File: src/rtl/e3mon_pkg.sv
package e3mon_pkg;
  localparam int unsigned BYTE_W = 8;
  localparam int unsigned CNT_W  = 2 * BYTE_W;
  localparam int unsigned ERR_W  = 4;

  localparam logic [BYTE_W-1:0] A_IRQ_EN   = 8'h14;
  localparam logic [BYTE_W-1:0] A_IRQ_STAT = 8'h15;
  localparam logic [BYTE_W-1:0] A_BIP_HI   = 8'h54;
  localparam logic [BYTE_W-1:0] A_BIP_LO   = 8'h55;
  localparam logic [BYTE_W-1:0] A_FEBE_HI  = 8'h56;
  localparam logic [BYTE_W-1:0] A_FEBE_LO  = 8'h57;

  // status bit positions, decoded by software
  localparam int unsigned SB_PLD  = 0;
  localparam int unsigned SB_FAS  = 1;
  localparam int unsigned SB_BIP  = 2;
  localparam int unsigned SB_FERF = 3;
  localparam int unsigned SB_FEBE = 4;
  localparam int unsigned SB_TTB  = 6;

  localparam logic [BYTE_W-1:0] STAT_LIVE = 8'h5F;
endpackage

File: src/rtl/e3mon_sat_counter.sv
module e3mon_sat_counter #(
  parameter int unsigned BYTE_W = 8,
  parameter int unsigned INC_W  = 4,
  localparam int unsigned CNT_W = 2 * BYTE_W
) (
  input  logic              clk,
  input  logic              rst_n,
  input  logic [INC_W-1:0]  inc,
  input  logic              rd_hi,
  output logic [BYTE_W-1:0] hi_byte,
  output logic [BYTE_W-1:0] lo_hold
);
  logic [CNT_W-1:0] cnt_q;
  logic [CNT_W-1:0] base_w;
  logic [CNT_W-1:0] cnt_d;

  function automatic logic [CNT_W-1:0] sat_add(input logic [CNT_W-1:0] a,
                                               input logic [INC_W-1:0] b);
    logic [CNT_W:0] s;
    s = {1'b0, a} + {{(CNT_W + 1 - INC_W){1'b0}}, b};
    return s[CNT_W] ? {CNT_W{1'b1}} : s[CNT_W-1:0];
  endfunction

  assign base_w  = rd_hi ? '0 : cnt_q;
  assign cnt_d   = sat_add(base_w, inc);
  assign hi_byte = cnt_q[CNT_W-1:BYTE_W];

  always_ff @(posedge clk) begin
    if (!rst_n) begin
      cnt_q   <= '0;
      lo_hold <= '0;
    end else begin
      cnt_q <= cnt_d;
      if (rd_hi) lo_hold <= cnt_q[BYTE_W-1:0];
    end
  end

  AST_CNT_SATURATES: assert property (@(posedge clk) disable iff (!rst_n)
    (!rd_hi && cnt_q == {CNT_W{1'b1}}) |=> cnt_q == {CNT_W{1'b1}});
  AST_CNT_NO_WRAP: assert property (@(posedge clk) disable iff (!rst_n)
    !rd_hi |=> cnt_q >= $past(cnt_q));
  AST_CLR_KEEPS_EVENT: assert property (@(posedge clk) disable iff (!rst_n)
    rd_hi |=> cnt_q == CNT_W'($past(inc)));
  AST_HOLD_CAPTURE: assert property (@(posedge clk) disable iff (!rst_n)
    rd_hi |=> lo_hold == $past(cnt_q[BYTE_W-1:0]));
endmodule

File: src/rtl/e3mon_irq_status.sv
module e3mon_irq_status #(
  parameter int unsigned        W    = 8,
  parameter logic [W-1:0]       LIVE = 8'h5F
) (
  input  logic         clk,
  input  logic         rst_n,
  input  logic [W-1:0] set,
  input  logic         rd_clr,
  input  logic         en_wr,
  input  logic [W-1:0] en_wdata,
  output logic [W-1:0] stat,
  output logic [W-1:0] en,
  output logic         irq
);
  for (genvar i = 0; i < W; i++) begin : g_bit
    if (LIVE[i]) begin : g_live
      always_ff @(posedge clk) begin
        if (!rst_n) begin
          stat[i] <= 1'b0;
          en[i]   <= 1'b0;
        end else begin
          stat[i] <= (stat[i] & ~rd_clr) | set[i];
          if (en_wr) en[i] <= en_wdata[i];
        end
      end
    end else begin : g_dead
      assign stat[i] = 1'b0;
      assign en[i]   = 1'b0;
    end
  end

  assign irq = |(stat & en);

  AST_SET_STICKY: assert property (@(posedge clk) disable iff (!rst_n)
    (|(set & LIVE)) |=> ((stat & $past(set & LIVE)) == $past(set & LIVE)));
  AST_READ_EMPTIES: assert property (@(posedge clk) disable iff (!rst_n)
    (rd_clr && set == '0) |=> stat == '0);
endmodule

File: src/rtl/e3_err_monitor.sv
module e3_err_monitor
  import e3mon_pkg::*;
(
  input  logic              clk,
  input  logic              rst_n,
  input  logic [ERR_W-1:0]  ev_bip_bits,
  input  logic              ev_febe,
  input  logic              ev_ferf,
  input  logic              ev_fas_err,
  input  logic              ev_trail_chg,
  input  logic              ev_pld_mis,
  input  logic [BYTE_W-1:0] bus_addr,
  input  logic              bus_rd,
  input  logic              bus_wr,
  input  logic [BYTE_W-1:0] bus_wdata,
  output logic [BYTE_W-1:0] bus_rdata,
  output logic              irq,
  output logic              tx_febe_req
);
  logic              bip_hit_w;
  logic              rd_stat_w, rd_bip_hi_w, rd_febe_hi_w, wr_en_w;
  logic [BYTE_W-1:0] set_w, stat_w, en_w;
  logic [BYTE_W-1:0] bip_hi_w, bip_lo_w, febe_hi_w, febe_lo_w;
  logic              irq_w;

  assign bip_hit_w    = (ev_bip_bits != '0);
  assign rd_stat_w    = bus_rd && (bus_addr == A_IRQ_STAT);
  assign rd_bip_hi_w  = bus_rd && (bus_addr == A_BIP_HI);
  assign rd_febe_hi_w = bus_rd && (bus_addr == A_FEBE_HI);
  assign wr_en_w      = bus_wr && (bus_addr == A_IRQ_EN);

  always_comb begin
    set_w          = '0;
    set_w[SB_PLD]  = ev_pld_mis;
    set_w[SB_FAS]  = ev_fas_err;
    set_w[SB_BIP]  = bip_hit_w;
    set_w[SB_FERF] = ev_ferf;
    set_w[SB_FEBE] = ev_febe;
    set_w[SB_TTB]  = ev_trail_chg;
  end

  e3mon_sat_counter #(.BYTE_W(BYTE_W), .INC_W(ERR_W)) u_bip_cnt (
    .clk(clk), .rst_n(rst_n), .inc(ev_bip_bits), .rd_hi(rd_bip_hi_w),
    .hi_byte(bip_hi_w), .lo_hold(bip_lo_w)
  );

  e3mon_sat_counter #(.BYTE_W(BYTE_W), .INC_W(1)) u_febe_cnt (
    .clk(clk), .rst_n(rst_n), .inc(ev_febe), .rd_hi(rd_febe_hi_w),
    .hi_byte(febe_hi_w), .lo_hold(febe_lo_w)
  );

  e3mon_irq_status #(.W(BYTE_W), .LIVE(STAT_LIVE)) u_status (
    .clk(clk), .rst_n(rst_n), .set(set_w), .rd_clr(rd_stat_w),
    .en_wr(wr_en_w), .en_wdata(bus_wdata),
    .stat(stat_w), .en(en_w), .irq(irq_w)
  );

  assign irq = irq_w;

  always_comb begin
    bus_rdata = '0;
    if (bus_rd) begin
      unique case (bus_addr)
        A_IRQ_EN:   bus_rdata = en_w;
        A_IRQ_STAT: bus_rdata = stat_w;
        A_BIP_HI:   bus_rdata = bip_hi_w;
        A_BIP_LO:   bus_rdata = bip_lo_w;
        A_FEBE_HI:  bus_rdata = febe_hi_w;
        A_FEBE_LO:  bus_rdata = febe_lo_w;
        default:    bus_rdata = '0;
      endcase
    end
  end

  always_ff @(posedge clk) begin
    if (!rst_n) tx_febe_req <= 1'b0;
    else        tx_febe_req <= bip_hit_w;
  end

  AST_FEBE_HAS_CAUSE: assert property (@(posedge clk) disable iff (!rst_n)
    tx_febe_req |-> $past(ev_bip_bits) != '0);
  AST_FEBE_FOLLOWS: assert property (@(posedge clk) disable iff (!rst_n)
    bip_hit_w |=> tx_febe_req);
  AST_IRQ_RELEASE: assert property (@(posedge clk) disable iff (!rst_n)
    (rd_stat_w && set_w == '0) |=> !irq);
  AST_IDLE_BUS_QUIET: assert property (@(posedge clk) disable iff (!rst_n)
    !bus_rd |-> bus_rdata == '0);
endmodule

File: config.mk
export PLATFORM = sky130hd
export DESIGN_NAME = e3_err_monitor
export DESIGN_NICKNAME = d
export VERILOG_FILES = /design/src/rtl/e3mon_pkg.sv /design/src/rtl/e3mon_sat_counter.sv /design/src/rtl/e3mon_irq_status.sv /design/src/rtl/e3_err_monitor.sv
export SDC_FILE = /design/constraint.sdc
export NUM_CORES = 1
export LEC_CHECK = 0
export BUFFER_PORTS_ARGS = -buffer_cell sky130_fd_sc_hd__buf_4
export CAP_MARGIN = 40
export CORE_MARGIN = 10
export CORE_UTILIZATION = 52
export DETAILED_ROUTE_END_ITERATION = 10
export GPL_TIMING_DRIVEN = 0
export PLACE_DENSITY = 0.81
export SLEW_MARGIN = 20
export SYNTH_ARGS = -nofsm -noshare
export SYNTH_HDL_FRONTEND = slang
export SYNTH_SLANG_ARGS = --single-unit
export TNS_END_PERCENT = 100
File: constraint.sdc
create_clock -name clk -period 3.1 [get_ports clk]
set_clock_uncertainty 0.05 [all_clocks]
set_input_delay 0.31 -clock clk [delete_from_list [all_inputs] [get_ports clk]]
set_output_delay 0.31 -clock clk [all_outputs]
set_load 0.005 [all_outputs]
# --- After elaboration in Yosys (flattened, before gate mapping) ---
# Cells that the tools add are included.
op_classes:
  eq_ne: 6
  mux: 6
  reduce_logical: 6
  n_bitwise: 14
  add_sub_neg: 2
op_table:
  columns: ["operator", "n"]
  rows:
  - ["$mux W16", 4]
  - ["$pmux W8 S6", 1]
  - ["$eq A8 B7 Y1 const B", 4]
  - ["$add A16 B1 Y17", 1]
  - ["$add A16 B4 Y17", 1]
  - ["$eq A8 B5 Y1 const B", 2]
  - ["$mux W8", 1]
  - ["$reduce_or A8 Y1", 1]
  - ["$and A7 B7 Y7", 1]
  - ["$and A1 B1 Y1", 6]
  - ["$or A1 B1 Y1", 6]
  - ["$logic_and A1 B1 Y1", 4]
  - ["$reduce_bool A4 Y1", 1]
  - ["$not A1 Y1", 1]
word_totals:
  in_bits: 29
  regBits: 61

# --- Longest topological paths before layout ---
depth:
  depth_word: 5
  depth_mapped: 12
  ltp_nobuf: 11

# --- Modules after synthesis ---
# Synthesis repeated with hierarchy kept, for this count alone.
hier_totals:
  hier_cells: 401
  area_unflattened_um2: 3666.0
by_module_without_submodules:
  columns: ["mod", "area_per_inst_um2", "n_inst", "cells_each"]
  rows:
  - ["e3mon_sat_counter (u_bip_cnt)", 1368.8, 1, 149]
  - ["e3mon_sat_counter (u_febe_cnt)", 1268.7, 1, 142]
  - ["e3_err_monitor", 530.5, 1, 63]
  - ["e3mon_irq_status", 498.0, 1, 47]

# --- Least setup slack after synthesis ---
# No wires, ideal clock.
synth_timing:
  kind: "input -> register"
  startpoint: "input port bus_addr[1]"
  endpoint: "register u_bip_cnt.cnt_q[14]"
  required_time_ns: 2.935
  arrival_ns: 2.744
  path_slack_ns: 0.190
  setup_time_ns: 0.115
  path_buffers: 2
  stages: 11
  path_cell_list: "buf_2 nor2_4 nand4_4 clkbuf_1 and2_1 ha_1 nand3_1 a211oi_4 nand3_2 or4_1 and3_1"
synth_between:
  elab_chain_len: 5
synth_lines:
  columns: ["element", "line_no", "rtl"]
  rows:
  - ["start: declaration", "e3_err_monitor.sv:12", "input logic [BYTE_W-1:0] bus_addr,"]
  - ["$eq A8 B7 Y1", "e3_err_monitor.sv:28", "assign rd_bip_hi_w = bus_rd && (bus_addr == A_BIP_HI);"]
  - ["$logic_and A1 B1 Y1", "e3_err_monitor.sv:28", null]
  - ["$mux W16", "e3mon_sat_counter.sv:24", "assign base_w = rd_hi ? '0 : cnt_q;"]
  - ["$add A16 B4 Y17", "e3mon_sat_counter.sv:20", "s = {1'b0, a} + {{(CNT_W + 1 - INC_W){1'b0}}, b};"]
  - ["$mux W16", "e3mon_sat_counter.sv:21", "return s[CNT_W] ? {CNT_W{1'b1}} : s[CNT_W-1:0];"]
  - ["end signal: assignment", "e3mon_sat_counter.sv:33", "cnt_q <= cnt_d;"]
  - ["end: declaration", "e3mon_sat_counter.sv:13", "logic [CNT_W-1:0] cnt_q;"]
# No other way between the ends.
# A chain may end at the register's enable or synchronous reset.

# --- Worst setup path after layout ---
# Ends and elaborated chain as after synthesis.

==> impl_metrics.env <==
export IMPL_core_um2=5610
export IMPL_crit_fanout=10
export IMPL_yosys_area_share_xor_xnor=0.0512
export IMPL_yosysMostFrequentCell="dfxtp_1"
export IMPL_drive_gt1_frac=0.204
export IMPL_placed_area_um2=3430
export IMPL_port_buffers=35
export IMPL_total_power_mw=1.83
export IMPL_min_path_type="input port to flop"
export IMPL_synth_top_family_by_area="simple AND/OR/NAND/NOR gates"
export IMPL_cts_hold_buf=0
export IMPL_synth_async_reset_ratio=0
export IMPL_num_nets_final=447
export IMPL_gp_congestion=0.928
export IMPL_syn_num_nets=398
export IMPL_min_path_cells=3
export IMPL_grt_max_degree=12
export IMPL_ir_drop_mv=0.326
export IMPL_cp_num_buf_inv=3
export IMPL_syn_area_um2=3080
export IMPL_drc=0
export IMPL_dp_cells=469
export IMPL_grt_pass1_vias=2859
export IMPL_crit_family="simple AND/OR/NAND/NOR gates"
export IMPL_syn_area_per_cell_um2=8.50
export IMPL_antennaDiodeCount=0
export IMPL_pwr_density_cell_nw_per_um2=498
export IMPL_h_tree_depth=3
export IMPL_grt_use_total=0.169
export IMPL_ys_seq_elements=61
export IMPL_drt_met1_wl_mm=3.46
export IMPL_synth_adder_area_share=0.0309
export IMPL_leakagePower_nw=1.34
export IMPL_fin_crit_sh=0.953
export IMPL_initial_core_util=0.549
export IMPL_stdcell_count=488
export IMPL_yosys_area_share_simple=0.255
export IMPL_clk_latency_ns=0.34
export IMPL_wl_met3_um=521
export IMPL_num_rows=27
export IMPL_synth_cells=362
export IMPL_ys_seq_area_frac=0.397
export IMPL_ant_nets=0
export IMPL_fin_util=0.656
export IMPL_cts_root_buffer="clkbuf_8"
export IMPL_finalInstanceArea_um2=3680
export IMPL_cp_cell_sequence="buf_4 > buf_2 > nor2_4 > nand4_4 > clkbuf_2 > and2_1 > ha_1 > nand3_1 > a211oi_4 > nand3_2 > or4_1 > and3_1"
export IMPL_top_layer="met4"
export IMPL_yosys_top_cells_count="dfxtp_1, nand2_1, a21oi_1"
export IMPL_yosysTopAreaCell="dfxtp_1"
export IMPL_die_h_um=96.9
export IMPL_synthFlopType="dfxtp_1"
export IMPL_path_clk_slew_ns=0.08
export IMPL_wirelength_mm=8.25
export IMPL_wl_met2_mm=4.07
export IMPL_worstSetupPathType="input port to flop"
export IMPL_n_fill_cell=487
export IMPL_worstSetupEndpointType="flop"
export IMPL_slowest_stage="or4_1"
export IMPL_drtPass1Iterations=5
export IMPL_start_kind="input port"
export IMPL_setup_viol=0
export IMPL_synth_compound_area_frac=0.181
export IMPL_yosysUniqueCellTypes=52
export IMPL_cts_tree="built"
export IMPL_dieArea_um2=9400
export IMPL_ioPinCount=39
export IMPL_antenna_found_initial=0
export IMPL_worst_pin_slew_ns=0.640
export IMPL_max_slew_margin_rel=0.573
export IMPL_drt_first_iter_violations=147
export IMPL_clockBufferDepth=2
export IMPL_ys_top_cells_by_area="dfxtp_1, a21oi_1, nand2_1, nor2_1, mux2_2"
export IMPL_vias=2937
export IMPL_synth_area_mux_share=0.0589
export IMPL_synth_edf_count=0
export IMPL_vias_per_cell=6.02
export IMPL_drv_slew=0
export IMPL_clkSinkCount=61
export IMPL_hold_violations=0
export IMPL_timing_final_crit_period_ns=2.96
export IMPL_status="finished, final reports clean"
export IMPL_cts_made_buffers=9
export IMPL_synth_top_cell_area_share=0.397
export IMPL_worstRegToRegCells=8
export IMPL_area_growth_syn_to_layout_pct=19.6
export IMPL_yosysWarningCount=0
export IMPL_rsz0062_at_grt="true"
export IMPL_path_depth=12
export IMPL_fmax_mhz=338
export IMPL_cp_required_ns=3.29
export IMPL_drt_wirelength_per_cell_um=16.9
export IMPL_max_cap_viol_count=0
export IMPL_cp_data_arrival_time_ns=3.14
export IMPL_dp_hpwl_mm=6.09
export IMPL_grt_overflow_total=0
export IMPL_grt_pass1_wl_mm=13.5
export IMPL_max_stage_delay_ns=0.47
export IMPL_fin_tns_setup_ns=0
export IMPL_die_w_um=96.9
[timing repair]
action / CTS / global route
setup buffers: 0 / 3
gates resized for setup: 0 / 4
setup endpoints to repair: 0 / 11
[registers in the layout, indices dropped and copies added, names as in the netlist]
signal and cells:
u_status.en 6, u_febe_cnt.cnt_q 16, tx_febe_req 1, u_febe_cnt.lo_hold 8, u_bip_cnt.lo_hold 8, u_bip_cnt.cnt_q 16, u_status.stat 6
[worst min-delay path: cells and delay by family]
| family | cells | cell delay, ns |
|---|---|---|
| buffers and inverters | 1 | 0.08 |
| and+or+nand+nor | 1 | 0.07 |
| AOI/OAI and AO/OA | 1 | 0.03 |
[worst paths after layout]
kind	startpoint	endpoint	slack, ns
max reg2reg	u_bip_cnt.cnt_q[0]$_SDFF_PN0_	u_bip_cnt.cnt_q[14]$_SDFF_PN0_	0.72
min	ev_fas_err	u_status.stat[1]$_SDFF_PN0_	0.12
min reg2reg	u_bip_cnt.cnt_q[1]$_SDFF_PN0_	u_bip_cnt.lo_hold[1]$_SDFFE_PN0P_	0.40
max	bus_addr[1]	u_bip_cnt.cnt_q[14]$_SDFF_PN0_	0.14
[logic make-up after synthesis]
| kind of cell | after synthesis |
|---|---|
| buffers and inverters | 19 |
| AO/OA/AOI/OAI | 86 |
| XOR/XNOR | 18 |
| adder cells (fa/ha/maj) | 7 |
| multiplexers | 17 |
| flip-flops | 61 |
| AND/OR/NAND/NOR | 154 |
[final cells by class]
class                      instances  area, µm²  area share
inverter                           3       11.3     0.00306
buffer                            16       71.3      0.0194
sequential                        61       1220       0.332
clock inverter                     6       86.3      0.0235
multi-input combinational        282       1780       0.483
clock buffer                      10        138      0.0374
tap                               72       90.1      0.0245
timing repair buffer              38        285      0.0775
[layer usage]
layer | vias to the layer above | track usage
met3 | 21 | 0.0355
met1 | 1402 | 0.197
met4 | 0 | 0.0767
met5 | - | 0
li1 | 1408 | -
met2 | 106 | 0.288
[through the flow]
stage	hold slack [ns]	worst slack (ns)
floorplan	0.377	0.190
global placement	0.392	-0.287
detailed placement	0.390	-0.294
CTS	0.120	0.0224
global route	0.134	-0.0222
finish	0.118	0.145
[placed cells by master, fill, tap and decap left out, drive strengths merged, types with 9 or more instances in the layout]
cell type / synthesis / layout
a21oi: 42 / 42
a22oi: 10 / 10
buf: 5 / 43
clkbuf: 11 / 21
dfxtp: 61 / 61
mux2: 9 / 9
nand2: 50 / 50
nand3: 18 / 18
nand4: 9 / 9
nor2: 39 / 39
xor2: 10 / 10
[where the power goes]
| part | switching (mW) | internal, mW | total, mW |
|---|---|---|---|
| registers | 0.0244 | 0.810 | 0.835 |
| clock network | 0.326 | 0.473 | 0.799 |
| logic | 0.109 | 0.0906 | 0.199 |
Power figures use the tool's default switching activity.
